$ cat config.mk
export PLATFORM = sky130hd
export DESIGN_NAME = adc_conv_regs
export DESIGN_NICKNAME = d
export VERILOG_FILES = /design/src/rtl/adcr_pkg.sv /design/src/rtl/adcr_control.sv /design/src/rtl/adcr_datapath.sv /design/src/rtl/adc_conv_regs.sv
export SDC_FILE = /design/constraint.sdc
export NUM_CORES = 1
export LEC_CHECK = 0
export ABC_AREA = 1
export BUFFER_PORTS_ARGS = -buffer_cell sky130_fd_sc_hd__buf_2
export CAP_MARGIN = 25
export CORE_ASPECT_RATIO = 1.2
export CORE_MARGIN = 2
export CORE_UTILIZATION = 61
export CTS_CLUSTER_DIAMETER = 50
export CTS_CLUSTER_SIZE = 28
export DETAILED_ROUTE_END_ITERATION = 16
export PLACE_DENSITY = 0.94
export SLEW_MARGIN = 40
export SYNTH_ARGS = -nofsm -noshare
export SYNTH_HDL_FRONTEND = slang
export SYNTH_SLANG_ARGS = --single-unit
$ cat constraint.sdc
create_clock -name clk -period 5.6 [get_ports clk]
set_input_delay 1.12 -clock clk [delete_from_list [all_inputs] [get_ports clk]]
set_output_delay 1.12 -clock clk [all_outputs]
set_load 0.02 [all_outputs]
$ cat src/rtl/adcr_pkg.sv
package adcr_pkg;
  localparam int NUM_AUX   = 4;
  localparam int AUX_IDX_W = $clog2(NUM_AUX);

  localparam int OFF_CH0  = 'h00;
  localparam int OFF_CH1  = 'h04;
  localparam int OFF_STAT = 'h08;
  localparam int OFF_RES0 = 'h0C;
  localparam int OFF_RES1 = 'h10;
  localparam int OFF_CFG  = 'h14;
  localparam int OFF_GC   = 'h18;
  localparam int OFF_GS   = 'h1C;

  localparam int IE_BIT      = 7;
  localparam int CAL_BIT     = 7;
  localparam int FAIL_BIT    = 1;
  localparam int OVW_BIT     = 16;
  localparam int CFG_W       = 17;

  typedef enum logic [3:0] {
    SEL_NONE, SEL_CH0, SEL_CH1, SEL_STAT, SEL_RES0,
    SEL_RES1, SEL_CFG, SEL_GC, SEL_GS, SEL_AUX
  } regSel_t;

  typedef struct packed {
    regSel_t              sel;
    logic                 wr;
    logic                 rd;
    logic [AUX_IDX_W-1:0] auxIdx;
    logic                 startCal;
    logic                 convDone;
    logic                 calDone;
  } strobe_t;

  typedef enum logic [1:0] {ST_IDLE, ST_CONV, ST_CAL} convState_t;

  // byte offset of plain data register i: three contiguous, last one after a gap
  function automatic int auxOffset(input int i);
    return (i < 3) ? ('h20 + 4 * i) : 'h30;
  endfunction
endpackage

$ cat src/rtl/adcr_control.sv
module adcr_control
  import adcr_pkg::*;
#(
  parameter int ADDR_W = 8,
  parameter int CH_W   = 5
) (
  input  logic              clk,
  input  logic              rstN,
  input  logic              busValid,
  input  logic              busWrite,
  input  logic [ADDR_W-1:0] busAddr,
  input  logic              wrCalBit,
  input  logic [CH_W-1:0]   wrChan,
  input  logic [CH_W-1:0]   ch0Chan,
  input  logic              sampleAck,
  output strobe_t           strb,
  output logic              sampleReq,
  output logic [CH_W-1:0]   sampleChan,
  output logic              sampleCal
);
  localparam int WORD_W = ADDR_W - 2;
  localparam logic [CH_W-1:0] STOP_CODE = {CH_W{1'b1}};

  convState_t state, stateNext;
  logic [WORD_W-1:0] word;
  regSel_t sel;
  logic [AUX_IDX_W-1:0] auxIdx;
  logic wrCh0, startCal, convDone, calDone;

  assign word = busAddr[ADDR_W-1:2];

  always_comb begin
    sel    = SEL_NONE;
    auxIdx = '0;
    if (busValid && busAddr[1:0] == 2'b00) begin
      case (word)
        WORD_W'(OFF_CH0  >> 2): sel = SEL_CH0;
        WORD_W'(OFF_CH1  >> 2): sel = SEL_CH1;
        WORD_W'(OFF_STAT >> 2): sel = SEL_STAT;
        WORD_W'(OFF_RES0 >> 2): sel = SEL_RES0;
        WORD_W'(OFF_RES1 >> 2): sel = SEL_RES1;
        WORD_W'(OFF_CFG  >> 2): sel = SEL_CFG;
        WORD_W'(OFF_GC   >> 2): sel = SEL_GC;
        WORD_W'(OFF_GS   >> 2): sel = SEL_GS;
        default: begin
          for (int i = 0; i < NUM_AUX; i++) begin
            if (word == WORD_W'(auxOffset(i) >> 2)) begin
              sel    = SEL_AUX;
              auxIdx = AUX_IDX_W'(i);
            end
          end
        end
      endcase
    end
  end

  assign wrCh0    = busValid && busWrite && sel == SEL_CH0;
  assign startCal = busValid && busWrite && sel == SEL_GC && wrCalBit && state != ST_CAL;
  assign convDone = state == ST_CONV && sampleAck && !startCal && !wrCh0;
  assign calDone  = state == ST_CAL && sampleAck;

  always_comb begin
    stateNext = state;
    if (startCal)
      stateNext = ST_CAL;
    else if (wrCh0 && state != ST_CAL)
      stateNext = (wrChan == STOP_CODE) ? ST_IDLE : ST_CONV;
    else if (convDone || calDone)
      stateNext = ST_IDLE;
  end

  always_ff @(posedge clk or negedge rstN) begin
    if (!rstN) state <= ST_IDLE;
    else       state <= stateNext;
  end

  always_comb begin
    strb          = '0;
    strb.sel      = sel;
    strb.wr       = busValid && busWrite;
    strb.rd       = busValid && !busWrite;
    strb.auxIdx   = auxIdx;
    strb.startCal = startCal;
    strb.convDone = convDone;
    strb.calDone  = calDone;
  end

  assign sampleReq  = state != ST_IDLE;
  assign sampleCal  = state == ST_CAL;
  assign sampleChan = sampleCal ? STOP_CODE : ch0Chan;

  // an open conversion request persists until acknowledged or rewritten
  p_hold_r2: assert property (@(posedge clk) disable iff (!rstN)
    (state == ST_CONV && !sampleAck && !wrCh0 && !startCal) |=> (sampleReq && !sampleCal));

  // the stop code closes the request on the next cycle
  p_stop_r4: assert property (@(posedge clk) disable iff (!rstN)
    (wrCh0 && wrChan == STOP_CODE && state != ST_CAL && !startCal) |=> !sampleReq);

  // channel writes cannot pull the converter out of calibration
  p_calkeep_r11: assert property (@(posedge clk) disable iff (!rstN)
    (state == ST_CAL && !sampleAck) |=> sampleCal);

  // a calibration start is visible on the sample port next cycle
  p_calstart_r9: assert property (@(posedge clk) disable iff (!rstN)
    startCal |=> (sampleReq && sampleCal && sampleChan == STOP_CODE));
endmodule

$ cat src/rtl/adcr_datapath.sv
module adcr_datapath
  import adcr_pkg::*;
#(
  parameter int DATA_W = 32,
  parameter int CH_W   = 5,
  parameter int SMP_W  = 12
) (
  input  logic              clk,
  input  logic              rstN,
  input  strobe_t           strb,
  input  logic [DATA_W-1:0] busWdata,
  input  logic [SMP_W-1:0]  sampleData,
  input  logic              convFail,
  output logic [DATA_W-1:0] busRdata,
  output logic [CH_W-1:0]   ch0Chan,
  output logic              irq
);
  localparam logic [SMP_W-1:0] MASK_LO  = SMP_W'((1 << (SMP_W - 4)) - 1);
  localparam logic [SMP_W-1:0] MASK_MID = SMP_W'((1 << (SMP_W - 2)) - 1);
  localparam logic [SMP_W-1:0] MASK_HI  = {SMP_W{1'b1}};

  logic              ch0Ie, ch1Ie, coco, calBit, calFail;
  logic [CH_W-1:0]   ch1Chan;
  logic [CFG_W-1:0]  cfg;
  logic [6:0]        gcLow;
  logic [SMP_W-1:0]  result, resMask;
  logic [DATA_W-1:0] auxReg [NUM_AUX];
  logic              wrHit;

  assign wrHit = strb.wr;

  always_ff @(posedge clk or negedge rstN) begin
    if (!rstN) begin
      ch0Chan <= '1;
      ch0Ie   <= 1'b0;
      ch1Chan <= '0;
      ch1Ie   <= 1'b0;
      cfg     <= '0;
      gcLow   <= '0;
    end else if (wrHit) begin
      case (strb.sel)
        SEL_CH0: begin ch0Chan <= busWdata[CH_W-1:0]; ch0Ie <= busWdata[IE_BIT]; end
        SEL_CH1: begin ch1Chan <= busWdata[CH_W-1:0]; ch1Ie <= busWdata[IE_BIT]; end
        SEL_CFG: cfg   <= busWdata[CFG_W-1:0];
        SEL_GC:  gcLow <= busWdata[6:0];
        default: ;
      endcase
    end
  end

  for (genvar g = 0; g < NUM_AUX; g++) begin : gAux
    always_ff @(posedge clk or negedge rstN) begin
      if (!rstN)
        auxReg[g] <= '0;
      else if (wrHit && strb.sel == SEL_AUX && strb.auxIdx == AUX_IDX_W'(g))
        auxReg[g] <= busWdata;
    end
  end

  always_ff @(posedge clk or negedge rstN) begin
    if (!rstN) begin
      calBit  <= 1'b0;
      calFail <= 1'b0;
    end else if (strb.startCal) begin
      calBit  <= 1'b1;
      calFail <= 1'b0;
    end else if (strb.calDone) begin
      calBit  <= 1'b0;
      calFail <= convFail;
    end
  end

  always_ff @(posedge clk or negedge rstN) begin
    if (!rstN) begin
      result <= '0;
      coco   <= 1'b0;
    end else begin
      if (strb.convDone && (!coco || cfg[OVW_BIT]))
        result <= sampleData;
      if (strb.convDone || strb.calDone)
        coco <= 1'b1;
      else if (strb.rd && strb.sel == SEL_RES0)
        coco <= 1'b0;
    end
  end

  assign irq = coco && ch0Ie;

  always_comb begin
    case (cfg[3:2])
      2'b00:   resMask = MASK_LO;
      2'b01:   resMask = MASK_MID;
      default: resMask = MASK_HI;
    endcase
  end

  always_comb begin
    busRdata = '0;
    case (strb.sel)
      SEL_CH0:  begin busRdata[CH_W-1:0] = ch0Chan; busRdata[IE_BIT] = ch0Ie; end
      SEL_CH1:  begin busRdata[CH_W-1:0] = ch1Chan; busRdata[IE_BIT] = ch1Ie; end
      SEL_STAT: busRdata[0] = coco;
      SEL_RES0: busRdata[SMP_W-1:0] = result & resMask;
      SEL_CFG:  busRdata[CFG_W-1:0] = cfg;
      SEL_GC:   busRdata[7:0] = {calBit, gcLow};
      SEL_GS:   busRdata[FAIL_BIT] = calFail;
      SEL_AUX:  busRdata = auxReg[strb.auxIdx];
      default:  busRdata = '0;
    endcase
  end

  // an unread result survives a sample when overwrite is off
  p_keep_r8: assert property (@(posedge clk) disable iff (!rstN)
    (strb.convDone && coco && !cfg[OVW_BIT]) |=> $stable(result));

  // with overwrite on, the result follows the delivered sample
  p_replace_r7: assert property (@(posedge clk) disable iff (!rstN)
    (strb.convDone && cfg[OVW_BIT]) |=> (result == $past(sampleData)));

  // calibration end clears the busy bit and flags completion
  p_calend_r10: assert property (@(posedge clk) disable iff (!rstN)
    strb.calDone |=> (!calBit && coco));

  // a result read with no concurrent completion drops the interrupt
  p_ack_r6: assert property (@(posedge clk) disable iff (!rstN)
    (strb.rd && strb.sel == SEL_RES0 && !strb.convDone && !strb.calDone) |=> !irq);

  // 8-bit mode never exposes bits above the low byte
  p_mask_r5: assert property (@(posedge clk) disable iff (!rstN)
    (strb.sel == SEL_RES0 && cfg[3:2] == 2'b00) |-> (busRdata[DATA_W-1:8] == '0));
endmodule

$ cat src/rtl/adc_conv_regs.sv
module adc_conv_regs
  import adcr_pkg::*;
#(
  parameter int ADDR_W = 8,
  parameter int DATA_W = 32,
  parameter int CH_W   = 5,
  parameter int SMP_W  = 12
) (
  input  logic              clk,
  input  logic              rstN,
  input  logic              busValid,
  input  logic              busWrite,
  input  logic [ADDR_W-1:0] busAddr,
  input  logic [DATA_W-1:0] busWdata,
  output logic [DATA_W-1:0] busRdata,
  output logic              irq,
  output logic              sampleReq,
  output logic [CH_W-1:0]   sampleChan,
  output logic              sampleCal,
  input  logic              sampleAck,
  input  logic [SMP_W-1:0]  sampleData,
  input  logic              convFail
);
  strobe_t         strb;
  logic [CH_W-1:0] ch0Chan;

  adcr_control #(.ADDR_W(ADDR_W), .CH_W(CH_W)) uCtrl (
    .clk        (clk),
    .rstN       (rstN),
    .busValid   (busValid),
    .busWrite   (busWrite),
    .busAddr    (busAddr),
    .wrCalBit   (busWdata[CAL_BIT]),
    .wrChan     (busWdata[CH_W-1:0]),
    .ch0Chan    (ch0Chan),
    .sampleAck  (sampleAck),
    .strb       (strb),
    .sampleReq  (sampleReq),
    .sampleChan (sampleChan),
    .sampleCal  (sampleCal)
  );

  adcr_datapath #(.DATA_W(DATA_W), .CH_W(CH_W), .SMP_W(SMP_W)) uData (
    .clk        (clk),
    .rstN       (rstN),
    .strb       (strb),
    .busWdata   (busWdata),
    .sampleData (sampleData),
    .convFail   (convFail),
    .busRdata   (busRdata),
    .ch0Chan    (ch0Chan),
    .irq        (irq)
  );
endmodule

# Word level (Yosys, flattened, before mapping)
# Cells that the tools add are included.
[op_classes]
n_lt_le_gt_ge = 1
eq_ne = 27
muxes = 34
bitwise = 2
reduce_logical = 39
[op_table]
columns = ["cell", "count"]
rows = [
  ["binary-select mux 32 bit (select 2 bit)", 1],
  ["two-way mux 32 bit", 2],
  ["one-hot mux 4 bit (8 select lines)", 1],
  ["== test 6 x 3 -> 1 bit, second input constant", 4],
  ["== test 6 x 4 -> 1 bit, second input constant", 4],
  ["one-hot mux 12 bit (2 select lines)", 1],
  ["logical AND 1 bit", 20],
  ["two-way mux 4 bit", 5],
  ["one-hot mux 3 bit (6 select lines)", 1],
  ["two-way mux 15 bit", 1],
  ["two-way mux 2 bit", 7],
  ["one-hot mux 1 bit (7 select lines)", 2],
  ["AND 12 bit", 1],
  ["== test 4 x 3 -> 1 bit, second input constant", 3],
  ["== test 6 x 2 -> 1 bit, second input constant", 2],
  ["one-hot mux 4 bit (3 select lines)", 1],
  ["one-hot mux 5 bit (2 select lines)", 1],
  ["== test 4 x 2 -> 1 bit, second input constant", 2],
  ["== test 4 bit, second input constant", 2],
  ["two-way mux 1 bit", 8],
  ["one-hot mux 2 bit (4 select lines)", 1],
  ["AND reduction 2 bit", 4],
  ["OR reduction 8 bit", 1],
  ["== test 2 x 1 -> 1 bit, second input constant", 3],
  ["other kinds (15)", 25],
]
[totals]
register_bits = 181
inputBits = 58
output_inout_bits = 40
wordCells = 118

# Depth between registers and ports, before layout
[depth]
word_depth = 18
depth_mapped = 14
depth_no_buf = 13

# By module
# A second synthesis with hierarchy kept.
[hier_totals]
hier_cells = 1219
area_unflattened_um2 = 9048.7
[modules_own_cells]
columns = ["module", "n_inst", "cells_each", "area_per_inst_um2", "seq_area_each_um2"]
rows = [
  ["adcr_datapath", 1, 1137, 8569.5, 4485.6],
  ["adcr_control", 1, 82, 479.2, 50.0],
]

# Worst setup path before layout
# No wires, ideal clock.
[synth_timing]
kind = "input -> output"
start = "in busAddr[0]"
end = "out busRdata[14]"
arrival_ns = 2.697
t_required_ns = 4.480
setup_slack_ns = 1.783
cell_stages = 11
path_buffers = 2
cell_sequence = "inv_1 -> nand2_2 -> nor2_8 -> inv_2 -> nor2_2 -> nand2_1 -> nor2_2 -> buf_4 -> buf_4 -> a21oi_1 -> o21ai_0"
[synth_between]
elab_chain_len = 8
word_cells_on_any_way = 11
classes_between = "eq/ne (2); mux (6); bitwise (1); reduce/logical (2)"
[synth_lines]
columns = ["element", "line_no", "text"]
rows = [
  ["start, declared", "adc_conv_regs.sv:13", "input logic [ADDR_W-1:0] busAddr,"],
  ["logical NOT 2 bit *", "adcr_control.sv:35", "if (busValid && busAddr[1:0] == 2'b00) begin"],
  ["logical AND 1 bit *", "adcr_control.sv:35", ""],
  ["two-way mux 2 bit", "adcr_control.sv:35", ""],
  ["NOT 2 -> 3 bit (implied by the code)", "adcr_datapath.sv:107", "SEL_AUX: busRdata = auxReg[strb.auxIdx];"],
  ["binary-select mux 32 bit (select 2 bit)", "adcr_datapath.sv:107", ""],
  ["two-way mux 32 bit (implied by the code) (2 in a row)", "adcr_datapath.sv:107", ""],
  ["one-hot mux 5 bit (2 select lines) *", "adcr_datapath.sv:99", "case (strb.sel)"],
  ["end, declared", "adc_conv_regs.sv:15", "output logic [DATA_W-1:0] busRdata,"],
]
# Mark *: on every way between the ends. The rest lies on a longest branch, timed or not. The select of a mux whose other input is x is not followed.

# Final worst setup path
[layout_timing]
start = "in busAddr[7]"
end = "out busRdata[13]"
[layout_between]
elab_chain_len = 11
word_cells_on_any_way = 31
classes_between = "eq/ne (13); mux (15); bitwise (1); reduce/logical (2)"
[layout_lines]
columns = ["element", "line_no", "text"]
rows = [
  ["== test 6 x 4 -> 1 bit", "adcr_control.sv:47", "if (word == WORD_W'(auxOffset(i) >> 2)) begin"],
  ["two-way mux 1 bit", "adcr_control.sv:47", ""],
  ["two-way mux 2 bit (2 in a row)", "adcr_control.sv:47", ""],
  ["two-way mux 2 bit", "adcr_control.sv:36", "case (word)"],
  ["two-way mux 2 bit", "adcr_control.sv:35", ""],
  ["NOT 2 -> 3 bit (implied by the code)", "adcr_datapath.sv:107", ""],
  ["binary-select mux 32 bit (select 2 bit)", "adcr_datapath.sv:107", ""],
  ["two-way mux 32 bit (implied by the code) (2 in a row)", "adcr_datapath.sv:107", ""],
  ["one-hot mux 5 bit (2 select lines) *", "adcr_datapath.sv:99", ""],
]
# Marks and branches as above.

==> run metrics <==
IO Count 98; Routed WL 21,190 um; slowest stage delay, CP 0.38 ns; outcome finished, final reports clean; Tot GR Track Use 29.33%; cts bufs inserted 17; VDD IR max 0.0002220 V; GP Congestion 0.9512; CP Cell Sequence buf_2, nor2_4, nand3_4, nand2_1, nand2_1, nor2_2, buf_4, nand2_1, nand3_1, a21oi_1, o21ai_0, buf_2; Worst Hold Slack 0.4753 ns; Setup TNS Final 0 ns; Initial Utilization 62.06%; worst-path fanout max 29; Slew Limit Fails 0; initial antenna violation count 0; Unique masters post-synth 37; Power Internal 2093 uW; Root Buffer clkbuf_16; Hold Path Class reg -> reg; synthesis-to-layout area growth 13.42%; largest net degree at the start of global routing 110; Syn Nets 1,057; CTS max path bufs 2; Compound-Gate Fraction of Synth Area 15.44%; DP HPWL 13,210 um; Via density 5.891; Resized cells post-CTS 0; Max-cap violations 0; Fin. Hold Viols 0; first-pass GRT wire length 34,980 um; IO buf count 97; period utilization 80.35%; CTS tree done; nature of the critical path endpoint output pin; Post-Syn Instances 999; post-synthesis mux area share 0%; core box area 13,700 um2; arrival time worst endpoint 3.38 ns; Antenna Violating Nets Remaining 0; Syn Std Cell Area 8503 um2; Synth area leaders dfrtp_1, nand2_1, o21ai_1, o21ai_0, inv_1; Mean Syn Cell Area 8.512 um2; n_diodes 0; synthesized flop and latch total 181; minimum clock period 4.500 ns; cell seen most often among critical-path stages nand2_1; slowest CP cell nand2_1; cell area power density 283.6 nW/um2; vias in the first global route 7,217; Die X 111.8 um; vias 7,393; WP data required 4.48 ns; switching portion of total power 23.49%; RSZ-0062 raised after global routing false; Ys Warns 0; largest family of logic cells by synthesized area simple AND/OR/NAND/NOR gates; fin nets 1,129; Final setup violation count 0; share of power burned in registers 49.2%; crit path buf inv count 3; Synth Area in XOR/XNOR 0%; Hold-fix buffers, CTS 0; # DRC 0; Lkg Pwr 0.004810 uW; CP Depth 12; post-synthesis sequential area ratio 53.34%; postcts setup bufs 0; WHS Path Cells 2; Synth top area share 51.80%; htree depth 4; startpoint types primary input; Slew @ Worst Pin 0.7615 ns; row count 47; Post-Synth Adder-Cell Area 0%; clock network fraction of total power 45.5%; Clock Skew 0.008438 ns; logic gate share of total power 5.3%; GRT overflow 0; layout cells sized above 1 17.44%; Synth area leader dfrtp_1; Net Sw Power 642.5 uW; Die Area 14,900 um2; drt first pass iters 5; fmax 222.2 MHz; Synth Area in Simple Gates 24.48%; largest delay contributor family on the critical path simple AND/OR/NAND/NOR gates; r2r worst-path depth 7; filler cell count 1,010; Clock Sink Count 181; DR iter-0 viols 756; Worst slew margin 49.11%; clock transition at the registers of the reported paths 0.07 ns; DR WL/cell 16.88 um; insertion delay to the later sink of the worst-skew pair 0.44 ns; Worst Setup Path Type in -> out; Die H 133.3 um
worst paths after layout:
path                                 startpoint           endpoint  slack, ns
worst min-delay path            uData.result[6]    uData.result[6]       0.48
max in group asynchronous                  rstN  uData.auxReg[110]       4.15
worst max-delay path                 busAddr[7]       busRdata[13]       1.10
worst min register to register  uData.result[6]    uData.result[6]       0.48
min in group asynchronous                  rstN   uData.auxReg[27]       0.56
worst max register to register   uCtrl.state[1]   uData.result[10]       3.83
flip-flops by register name (all words and copies together), names as in the netlist:
name / flops
uCtrl.state: 2
uData.auxReg: 128
uData.calBit: 1
uData.calFail: 1
uData.cfg: 17
uData.ch0Chan: 5
uData.ch0Ie: 1
uData.ch1Chan: 5
uData.ch1Ie: 1
uData.coco: 1
uData.gcLow: 7
uData.result: 12
per-layer routing:
metal  share of wire [%]  global-route usage, %  vias up  wire (um)
met4                 3.9                  14.40        0        818
met5                   0                      0        -          0
met1                  40                  38.11     3506       8413
met2                  49                  47.47      379      10310
li1                    -                      -     3432          -
met3                 7.8                  5.914       76       1648
final cells by class:
| cell class | count | area, um2 | share of cell area [%] |
|---|---|---|---|
| clock buffer | 21 | 480.5 | 4.982 |
| tap | 171 | 214.0 | 2.218 |
| sequential | 181 | 4536 | 47.03 |
| inverter | 75 | 282.8 | 2.932 |
| multi-input combinational | 692 | 3406 | 35.31 |
| timing repair buffer | 104 | 588.1 | 6.098 |
| clock inverter | 11 | 137.6 | 1.427 |
Yosys cell counts:
cell type  count
nand2_1      347
dfrtp_1      176
o21ai_1       90
o21ai_0       78
inv_1         68
buf_2         34
nand3_1       26
nand4_1       23
a21oi_1       20
a22oi_1       18
a31oi_1       15
nor2_1        14
buf_4         11
nand2_4        6
o21a_1         6
dfstp_2        5
inv_2          5
nand2_2        5
nor2_2         5
nor2_4         5
o211ai_1       5
or2_2          5
clkbuf_1       4
nand3_2        4
nand3_4        4
nor2_8         3
nor3_1         3
o22ai_1        3
buf_6          2
nand4_4        2
a21oi_2        1
a21oi_4        1
clkinv_1       1
clkinv_2       1
nor3b_1        1
o2111ai_1      1
o21bai_1       1
power by group through the flow:
| stage | Sequential [uW] | Clock (uW) | Combinational [uW] |
|---|---|---|---|
| after global placement | 1370 | 0 | 138 |
| after floorplan | 1360 | 0 | 70.6 |
| after global routing | 1350 | 1300 | 164 |
| final | 1340 | 1240 | 146 |
| after CTS | 1340 | 1240 | 144 |
| after detailed placement | 1370 | 0 | 143 |
logic make-up (layout without fill, tap and decap cells):
| family | after synthesis | count (layout) |
|---|---|---|
| flops | 181 | 181 |
| compound gates | 239 | 239 |
| buf+inv | 126 | 211 |
| simple gates | 453 | 453 |
per-stage QoR:
step / utilization (%) / setup WS, ns / cells / cell area, um2 / power (uW)
floorplan: - / 1.783 / 999 / 8503 / 1435
global placement: 65.45 / 1.243 / 1221 / 8967 / 1505
detailed placement: 65.67 / 1.203 / 1222 / 8999 / 1511
CTS: 70.19 / 1.177 / 1254 / 9617 / 2732
global route: 70.39 / 0.8892 / 1255 / 9644 / 2809
finish: 70.39 / 1.100 / 1255 / 9644 / 2735
tightest hold or removal path: cells and delay by family, from the launching register on:
family           cells  cell delay [ns]
AND/OR/NAND/NOR      2             0.10
flip-flops           1             0.34
cells in the final DEF (no fill, tap or decap), types with 3 or more instances in the layout:
master and count:
a21oi_1 20, a22oi_1 18, a31oi_1 15, buf_2 96
buf_4 5, clkbuf_16 17, clkbuf_8 4, clkinv_4 3
dfrtp_1 176, dfstp_2 5, inv_1 68, inv_2 5
inv_6 5, nand2_1 347, nand2_2 5, nand2_4 6
nand3_1 26, nand3_2 4, nand3_4 4, nand4_1 23
nor2_1 14, nor2_2 5, nor2_4 5, nor2_8 3
nor3_1 3, o211ai_1 5, o21a_1 6, o21ai_0 78
o21ai_1 89, o22ai_1 3, or2_2 5
No activity file was read; power rests on OpenSTA's default activity.
